### src/rtl/gpio_bank_pkg.sv
package gpio_bank_pkg;
  localparam int unsigned REG_AW = 6;

  typedef enum logic [REG_AW-1:0] {
    OFS_IN    = 6'h00,
    OFS_OUT   = 6'h04,
    OFS_DIR   = 6'h08,
    OFS_EVT   = 6'h18,
    OFS_POL   = 6'h1C,
    OFS_STAT  = 6'h24,
    OFS_MASK  = 6'h2C,
    OFS_DEB   = 6'h30,
    OFS_LATCH = 6'h34
  } reg_ofs_e;
endpackage

### src/rtl/gpio_sync.sv
module gpio_sync #(
  parameter int unsigned W = 16
) (
  input  logic         clk,
  input  logic         rst_n,
  input  logic [W-1:0] d,
  output logic [W-1:0] q,
  output logic [W-1:0] q_prev
);
  logic [W-1:0] meta_q;

  always_ff @(posedge clk) begin
    if (!rst_n) begin
      meta_q <= '0;
      q      <= '0;
      q_prev <= '0;
    end else begin
      meta_q <= d;
      q      <= meta_q;
      q_prev <= q;
    end
  end
endmodule

### src/rtl/gpio_regfile.sv
module gpio_regfile
  import gpio_bank_pkg::*;
#(
  parameter int unsigned DW    = 16,
  parameter int unsigned DEB_W = 9,
  parameter int unsigned EVT_W = 5
) (
  input  logic              clk,
  input  logic              rst_n,
  input  logic              req,
  input  logic              we,
  input  logic [REG_AW-1:0] addr,
  input  logic [DW-1:0]     wdata,
  input  logic [DW-1:0]     in_val,
  input  logic [DW-1:0]     status,
  input  logic [DW-1:0]     latch,
  output logic [DW-1:0]     out_q,
  output logic [DW-1:0]     dir_q,
  output logic [DW-1:0]     pol_q,
  output logic [DW-1:0]     mask_q,
  output logic [EVT_W-1:0]  evt_q,
  output logic [DW-1:0]     rdata,
  output logic              stat_rd
);
  logic [DEB_W-1:0] deb_q;
  logic [DW-1:0]    rd_mux;

  always_ff @(posedge clk) begin
    if (!rst_n) begin
      out_q  <= '0;
      dir_q  <= '1;
      pol_q  <= '0;
      mask_q <= '0;
      evt_q  <= '0;
      deb_q  <= '0;
    end else if (req && we) begin
      case (addr)
        OFS_OUT:  out_q  <= wdata;
        OFS_DIR:  dir_q  <= wdata;
        OFS_POL:  pol_q  <= wdata;
        OFS_MASK: mask_q <= wdata;
        OFS_EVT:  evt_q  <= wdata[EVT_W-1:0];
        OFS_DEB:  deb_q  <= wdata[DEB_W-1:0];
        default:  ;
      endcase
    end
  end

  always_comb begin
    case (addr)
      OFS_IN:    rd_mux = in_val;
      OFS_OUT:   rd_mux = out_q;
      OFS_DIR:   rd_mux = dir_q;
      OFS_POL:   rd_mux = pol_q;
      OFS_MASK:  rd_mux = mask_q;
      OFS_STAT:  rd_mux = status;
      OFS_LATCH: rd_mux = latch;
      OFS_EVT:   rd_mux = {{(DW-EVT_W){1'b0}}, evt_q};
      OFS_DEB:   rd_mux = {{(DW-DEB_W){1'b0}}, deb_q};
      default:   rd_mux = '0;
    endcase
  end

  always_ff @(posedge clk) begin
    if (!rst_n)          rdata <= '0;
    else if (req && !we) rdata <= rd_mux;
  end

  assign stat_rd = req && !we && (addr == OFS_STAT);
endmodule

### src/rtl/gpio_edge_irq.sv
module gpio_edge_irq #(
  parameter int unsigned DW    = 16,
  parameter int unsigned EVT_W = 5
) (
  input  logic             clk,
  input  logic             rst_n,
  input  logic             clk_en,
  input  logic [DW-1:0]    cur,
  input  logic [DW-1:0]    prev,
  input  logic [DW-1:0]    dir,
  input  logic [DW-1:0]    mask,
  input  logic [DW-1:0]    pol,
  input  logic [EVT_W-1:0] evt,
  input  logic             stat_rd,
  output logic [DW-1:0]    status,
  output logic [DW-1:0]    latch
);
  localparam int unsigned SEL_W = EVT_W - 1;

  logic [DW-1:0]    qual, rise, fall, hit, clr;
  logic [SEL_W-1:0] sel;
  logic             ev_fire;

  assign qual = dir & ~mask & {DW{clk_en}};
  assign rise = cur & ~prev;
  assign fall = ~cur & prev;
  assign hit  = qual & ((pol & rise) | (~pol & fall));
  assign clr  = stat_rd ? ~mask : '0;

  assign sel     = evt[EVT_W-1:1];
  assign ev_fire = evt[0] && qual[sel] && (cur[sel] != prev[sel]);

  always_ff @(posedge clk) begin
    if (!rst_n) begin
      status <= '0;
      latch  <= '0;
    end else begin
      status <= (status & ~clr) | hit;
      if (ev_fire) latch <= cur;
    end
  end
endmodule

### src/rtl/gpio_edge_bank.sv
module gpio_edge_bank
  import gpio_bank_pkg::*;
#(
  parameter int unsigned DATA_W = 16,
  parameter int unsigned DEB_W  = 9
) (
  input  logic              clk,
  input  logic              rst_n,
  input  logic              func_clk_en,
  input  logic              reg_req,
  input  logic              reg_we,
  input  logic [REG_AW-1:0] reg_addr,
  input  logic [DATA_W-1:0] reg_wdata,
  output logic [DATA_W-1:0] reg_rdata,
  input  logic [DATA_W-1:0] pin_in,
  output logic [DATA_W-1:0] pin_out,
  output logic [DATA_W-1:0] pin_oe,
  output logic              irq
);
  localparam int unsigned SEL_W = $clog2(DATA_W);
  localparam int unsigned EVT_W = SEL_W + 1;

  logic [DATA_W-1:0] in_cur, in_prev;
  logic [DATA_W-1:0] out_q, dir_q, pol_q, mask_q, status_q, latch_q;
  logic [EVT_W-1:0]  evt_q;
  logic              stat_rd;

  gpio_sync #(.W(DATA_W)) u_sync (
    .clk    (clk),
    .rst_n  (rst_n),
    .d      (pin_in),
    .q      (in_cur),
    .q_prev (in_prev)
  );

  gpio_regfile #(.DW(DATA_W), .DEB_W(DEB_W), .EVT_W(EVT_W)) u_regs (
    .clk     (clk),
    .rst_n   (rst_n),
    .req     (reg_req),
    .we      (reg_we),
    .addr    (reg_addr),
    .wdata   (reg_wdata),
    .in_val  (in_cur),
    .status  (status_q),
    .latch   (latch_q),
    .out_q   (out_q),
    .dir_q   (dir_q),
    .pol_q   (pol_q),
    .mask_q  (mask_q),
    .evt_q   (evt_q),
    .rdata   (reg_rdata),
    .stat_rd (stat_rd)
  );

  gpio_edge_irq #(.DW(DATA_W), .EVT_W(EVT_W)) u_irq (
    .clk     (clk),
    .rst_n   (rst_n),
    .clk_en  (func_clk_en),
    .cur     (in_cur),
    .prev    (in_prev),
    .dir     (dir_q),
    .mask    (mask_q),
    .pol     (pol_q),
    .evt     (evt_q),
    .stat_rd (stat_rd),
    .status  (status_q),
    .latch   (latch_q)
  );

  assign pin_oe  = ~dir_q;
  assign pin_out = out_q & ~dir_q;
  assign irq     = |status_q;
endmodule

### config.mk
export PLATFORM = sky130hd
export DESIGN_NAME = gpio_edge_bank
export DESIGN_NICKNAME = d
export VERILOG_FILES = /design/src/rtl/gpio_bank_pkg.sv /design/src/rtl/gpio_sync.sv /design/src/rtl/gpio_regfile.sv /design/src/rtl/gpio_edge_irq.sv /design/src/rtl/gpio_edge_bank.sv
export SDC_FILE = /design/constraint.sdc
export NUM_CORES = 1
export LEC_CHECK = 0
export ABC_AREA = 1
export BUFFER_PORTS_ARGS = -buffer_cell sky130_fd_sc_hd__buf_4
export CORE_ASPECT_RATIO = 0.9
export CORE_MARGIN = 5
export CORE_UTILIZATION = 30
export CTS_BUF_LIST = sky130_fd_sc_hd__clkbuf_8
export DETAILED_ROUTE_END_ITERATION = 8
export GPL_TIMING_DRIVEN = 0
export SYNTH_ARGS = -nofsm -noshare
export SYNTH_HDL_FRONTEND = slang
export SYNTH_HIERARCHICAL = 1
export SYNTH_SLANG_ARGS = --single-unit
### constraint.sdc
create_clock -name clk -period 1.7 [get_ports clk]
set_input_delay 0.085 -clock clk [delete_from_list [all_inputs] [get_ports clk]]
set_output_delay 0.085 -clock clk [all_outputs]
set_load 0.02 [all_outputs]
# ---- Yosys cells after proc, flatten, opt, wreduce, memory -nomap -nowiden
# Cells that the tools add are included.
# W data, S select, Z words.
dict set report word_totals {
  regBits 174
  inputBits 43
  out_inout_bits 49
  word_cells 61
}
dict set report op_classes {
  order_cmp 1
  n_eq_ne 9
  mux 8
  n_bitwise 17
  reduce_logical 14
}
# cell count
set op_table {}
lappend op_table {{$and A16 B16 Y16} 9}
lappend op_table {{$pmux W16 S9} 1}
lappend op_table {{$not A16 Y16} 6}
lappend op_table {{$or A16 B16 Y16} 2}
lappend op_table {{$eq A6 B6 Y1 const B} 4}
lappend op_table {{$mux W16} 1}
lappend op_table {{$reduce_or A16 Y1} 1}
lappend op_table {{$bmux W1 S4} 3}
lappend op_table {{$eq A6 B5 Y1 const B} 2}
lappend op_table {{$reduce_and A2 Y1} 6}
lappend op_table {{$eq A6 B3 Y1 const B} 1}
lappend op_table {{$eq A6 B4 Y1 const B} 1}
lappend op_table {{$logic_not A6 Y1} 1}
lappend op_table {{$logic_and A1 B1 Y1} 5}
lappend op_table {{$lt A4 B5 Y1 const B} 1}
lappend op_table {{$mux W1} 3}
lappend op_table {{$logic_not A1 Y1} 1}
lappend op_table {{$ne A1 B1 Y1} 1}

# ---- Logic depth before layout (Yosys ltp)
dict set report depth {
  word_depth 7
  mapped_depth 15
  ltp_nobuf 12
}

# ---- Cells and area by module
# The synthesis kept the hierarchy.
# module n_inst cells_per_inst area_each_um2 seq_area_each_um2
set by_module_without_submodules {}
lappend by_module_without_submodules {gpio_regfile 1 690 4634.4 1881.8}
lappend by_module_without_submodules {gpio_edge_irq 1 374 2279.7 640.6}
lappend by_module_without_submodules {gpio_sync 1 149 1361.3 960.9}
lappend by_module_without_submodules {gpio_edge_bank 1 63 236.5 0.0}

# ---- Worst setup path before layout
# OpenSTA, ideal clock, no wires.
dict set report synth_path {
  path_type {reg2reg}
  startpoint {register u_regs.evt_q[1]}
  endpoint {register u_irq.latch[10]}
  setup_ns 0.113
  arrival_ns 1.552
  t_required_ns 1.587
  slack_ns 0.036
  path_stages_with_launch 15
  path_buffers 3
  synth_period_minus_slack_ns 1.664
  path_cell_list {dfxtp_1 > buf_6 > inv_8 > buf_8 > nand2_1 > nand3_1 > nand3_1 > nand3_2 > nand2_2 > nor2_1 > nor2_2 > buf_6 > nand3_1 > nand2_1 > nor2_1}
}
dict set report synth_via {
  elab_chain_cells 4
  elab_cells_between_ends 9
  cone_classes {eq/ne: 1; mux: 6; reduce/logical: 2}
}
# element line_no
set synth_lines {}
lappend synth_lines {{from (decl)} gpio_regfile.sv:21} ;# output logic [EVT_W-1:0] evt_q,
lappend synth_lines {{from (signal assigned)} gpio_regfile.sv:42} ;# OFS_EVT: evt_q <= wdata[EVT_W-1:0];
lappend synth_lines {{$bmux W1 S4} gpio_edge_irq.sv:31} ;# assign ev_fire = evt[0] && qual[sel] && (cur[sel] != prev[sel]);
lappend synth_lines {{$mux W1 (not written as such)} gpio_edge_irq.sv:31}
lappend synth_lines {{$ne A1 B1 Y1 / $logic_and A1 B1 Y1 (equally long branches)} gpio_edge_irq.sv:31}
lappend synth_lines {{$logic_and A1 B1 Y1 *} gpio_edge_irq.sv:31}
lappend synth_lines {{to (signal assigned)} gpio_edge_irq.sv:39} ;# if (ev_fire) latch <= cur;
lappend synth_lines {{to (decl)} gpio_edge_irq.sv:16} ;# output logic [DW-1:0] latch
# Mark *: on every way between the ends. The rest lies on a longest branch, timed or not. The select of a mux whose other input is x is not followed.
# A chain may end at the register's enable or synchronous reset.

# ---- Final worst setup path
# Same ends and word-level chain as after synthesis.

==> flow_metrics.py <==
metrics = {
    "status": {
        "outcome": "finished, violations left",
        "violations": "setup timing",
    },
    "finish": {
        "nNetsFinal": 1471,
        "layout_commonest_cell": "nand2_1",
        "mostFrequentLayoutCells": "nand2_1, nor2_1, dfxtp_1",
        "synthToLayoutAreaGrowth_pct": 26.58,
        "utilization": 0.3856,
        "stdcell_count": 1800,
        "drive_gt1_frac": 0.2000,
        "diodes": 0,
    },
    "global_route": {
        "grt_pass1_vias": 8223,
        "grt_usage": 0.1846,
        "grt_max_degree": 17,
        "grt_first_pass_wirelength_mm": 45.84,
        "overflow": 0,
        "antenna_found_initial": 0,
    },
    "route": {
        "drtAntennaViolNets": 0,
        "vias": 8776,
        "dr.pass1.iters": 5,
        "drc_errors": 0,
        "wl_per_cell_um": 16.76,
        "viasPerCell": 4.876,
        "initialDrtViolationCount": 886,
        "drt-total-wl_mm": 30.18,
    },
    "place": {
        "gp_congestion": 0.9138,
        "io_buffer_count": 90,
        "place_inst": 1726,
        "dpl.hpwl_mm": 23.62,
    },
    "synthesis": {
        "ys_types": 27,
        "synthCells": 1276,
        "synth-seq-area-share": 0.4092,
        "synth_top_family_by_area": "simple AND/OR/NAND/NOR gates",
        "synth-seq-cells": 174,
        "synth_warnings": 6,
        "synth_adder_area_share": 0,
        "syn-cell-area_um2": 8512,
        "synth_compound_area_frac": 0.09643,
        "synth_xor_area_frac": 0,
        "synth-simple-area-share": 0.3675,
        "synth_mux_area_frac": 0,
        "syn_avg_cell_area_um2": 6.671,
        "synth_nets": 1319,
    },
    "clocking": {
        "clk_latency_ps": 470,
        "cts_tree": "yes",
        "clock-sinks": 174,
        "cts_buffers": 17,
        "htree_levels": 4,
        "clk_pin_slew_ps": 90,
        "cts_buffer_depth": 2,
        "clockRootBuffer": "clkbuf_8",
    },
    "sta": {
        "slew_headroom": 0.5816,
        "slew_violations": 0,
        "max_freq_ghz": 0.5297,
        "worst_pin_slew_ps": 625.2,
        "hold_violations": 0,
        "rsz0062_at_grt": "true",
        "worst_clock_skew_ps": 18.49,
        "setup_viol": 16,
        "fin_crit_ps": 1888,
        "fin_crit_sh": 1.111,
        "worst_slack_ps": -188.0,
    },
    "die": {
        "io_pins": 92,
        "die_area_um2": 31850,
        "fp.dieH_um": 169.8,
        "dieWidth_um": 187.6,
        "row_count": 58,
        "core_area_um2": 27940,
        "initial_core_util": 0.3047,
    },
    "worst_setup_path": {
        "arrival_ps": 2290,
        "crit_path_start_kind": "flip-flop",
        "rr_worst_depth": 14,
        "worstSetupEndpointType": "flip-flop",
        "cp_max_fo": 8,
        "worstPathRequired_ps": 2100,
        "crit_type": "flip-flop to flip-flop",
    },
    "pwr": {
        "powerDensity_nw_per_um2": 720.5,
        "leakage_nw": 4.974,
        "peakVddDrop_mv": 0.4603,
    },
    "hold_path": {
        "min_path_cells": 5,
        "hold_class": "input port to flip-flop",
    },
    "run": {
        "drv_cap": 0,
    },
}
## per-layer routing
layer | up-vias | wire length [µm] | global-route usage | part of all wire
li1 | 4349 | - | - | -
met1 | 4107 | 13800 | 0.2528 | 0.46
met2 | 280 | 13550 | 0.2986 | 0.45
met3 | 40 | 2178 | 0.03826 | 0.072
met4 | 0 | 646 | 0.04882 | 0.021
met5 | - | 0 | 0 | 0
## registers in the layout (all words and copies together) (netlist names)
name and cells:
u_regs/pol_q 16, u_regs/deb_q 9, u_regs/dir_q 16, u_regs/evt_q 5, u_sync/meta_q 16, u_regs/out_q 16
u_regs/rdata 16, u_regs/mask_q 16, u_irq/status 16, u_irq/latch 16, u_sync/q_prev 16, u_sync/q 16
## metrics by stage
step | power, W | hold WS (ps) | instance area [µm²] | setup slack (ps) | setup TNS, ps
3_3_place_gp | 0.004946 | 280.9 | 9638 | -635.3 | -15110
6_report | 0.007763 | 50.56 | 10770 | -188.0 | -2726
5_1_grt | 0.008110 | 54.72 | 10770 | -281.3 | -4059
2_1_floorplan | 0.004651 | 182.6 | 8512 | 35.72 | 0
4_1_cts | 0.007803 | 37.84 | 10440 | -85.85 | -1082
3_5_place_dp | 0.004954 | 274.2 | 9638 | -588.5 | -14570
## synth_stat cells
master	number	area (µm²)
buf_4	8	60.06
a21oi_1	58	290.3
inv_2	19	71.32
nand3_1	144	720.7
nor2_1	201	754.5
nand2_1	276	1036
nand2_2	7	43.79
nor4_1	1	6.260
buf_8	1	15.01
o21ai_1	11	55.05
nand3_2	5	50.05
o21ai_0	95	475.5
clkinv_1	1	3.750
buf_2	15	75.07
buf_6	16	180.2
clkbuf_8	1	13.76
inv_1	157	589.3
dfxtp_1	174	3483
nand2_4	2	22.52
nor2_8	1	20.02
or3b_2	6	52.55
inv_8	1	11.26
nor2_2	8	50.05
nor2_4	8	90.09
nand3b_1	5	37.54
clkbuf_1	16	60.06
nand4_1	39	244.0
## power by group
group | internal, W | switching [W] | leakage, nW | total [W]
combinational | 0.000289 | 0.000487 | 3.37 | 0.000776
sequential | 0.00414 | 0.0000480 | 1.41 | 0.00419
clock | 0.00124 | 0.00156 | 0.191 | 0.00280
total | 0.00567 | 0.00209 | 4.97 | 0.00776
## worst max-delay path, cell delays in order (launching register included)
cell,delay [ps]
dfxtp_4,470
clkinv_8,110
clkbuf_16,180
nand2_2,70
nand3_2,60
nand3_2,80
nand3_4,90
nand2_4,130
inv_2,40
nand2_2,50
nand2_2,60
nor2_4,180
buf_6,160
nor2_1,40
nor2_1,90
## kinds of logic after synthesis
logic type | Yosys count
compound gates | 164
buf+inv | 235
flops | 174
simple gates | 703
## final timing paths
path / to / from / slack (ps)
worst min register to register: u_sync/q[14] / u_sync/meta_q[14] / 410
worst max register to register: u_irq/latch[10] / u_regs/evt_q[1] / -190
worst max-delay path: u_irq/latch[10] / u_regs/evt_q[1] / -190
worst min-delay path: u_regs/rdata[0] / reg_we / 50
## final cells by class
cell class	instances	area (µm²)
inverter	178	681.9
fill	3006	17170
timing repair buffer	134	1150
multi-input combinational	867	4214
tap	360	450.4
clock buffer	23	316.6
clock inverter	8	58.81
sequential	174	3496
buffer	56	406.6
## timing repair
action	CTS	global route
setup buffers	6	0
pin swaps	3	22
setup endpoints to repair	26	17
hold endpoints to repair	104	0
gates resized for setup	16	68
hold buffers	34	0
cloned	0	4
No activity file was read; power rests on OpenSTA's default activity.
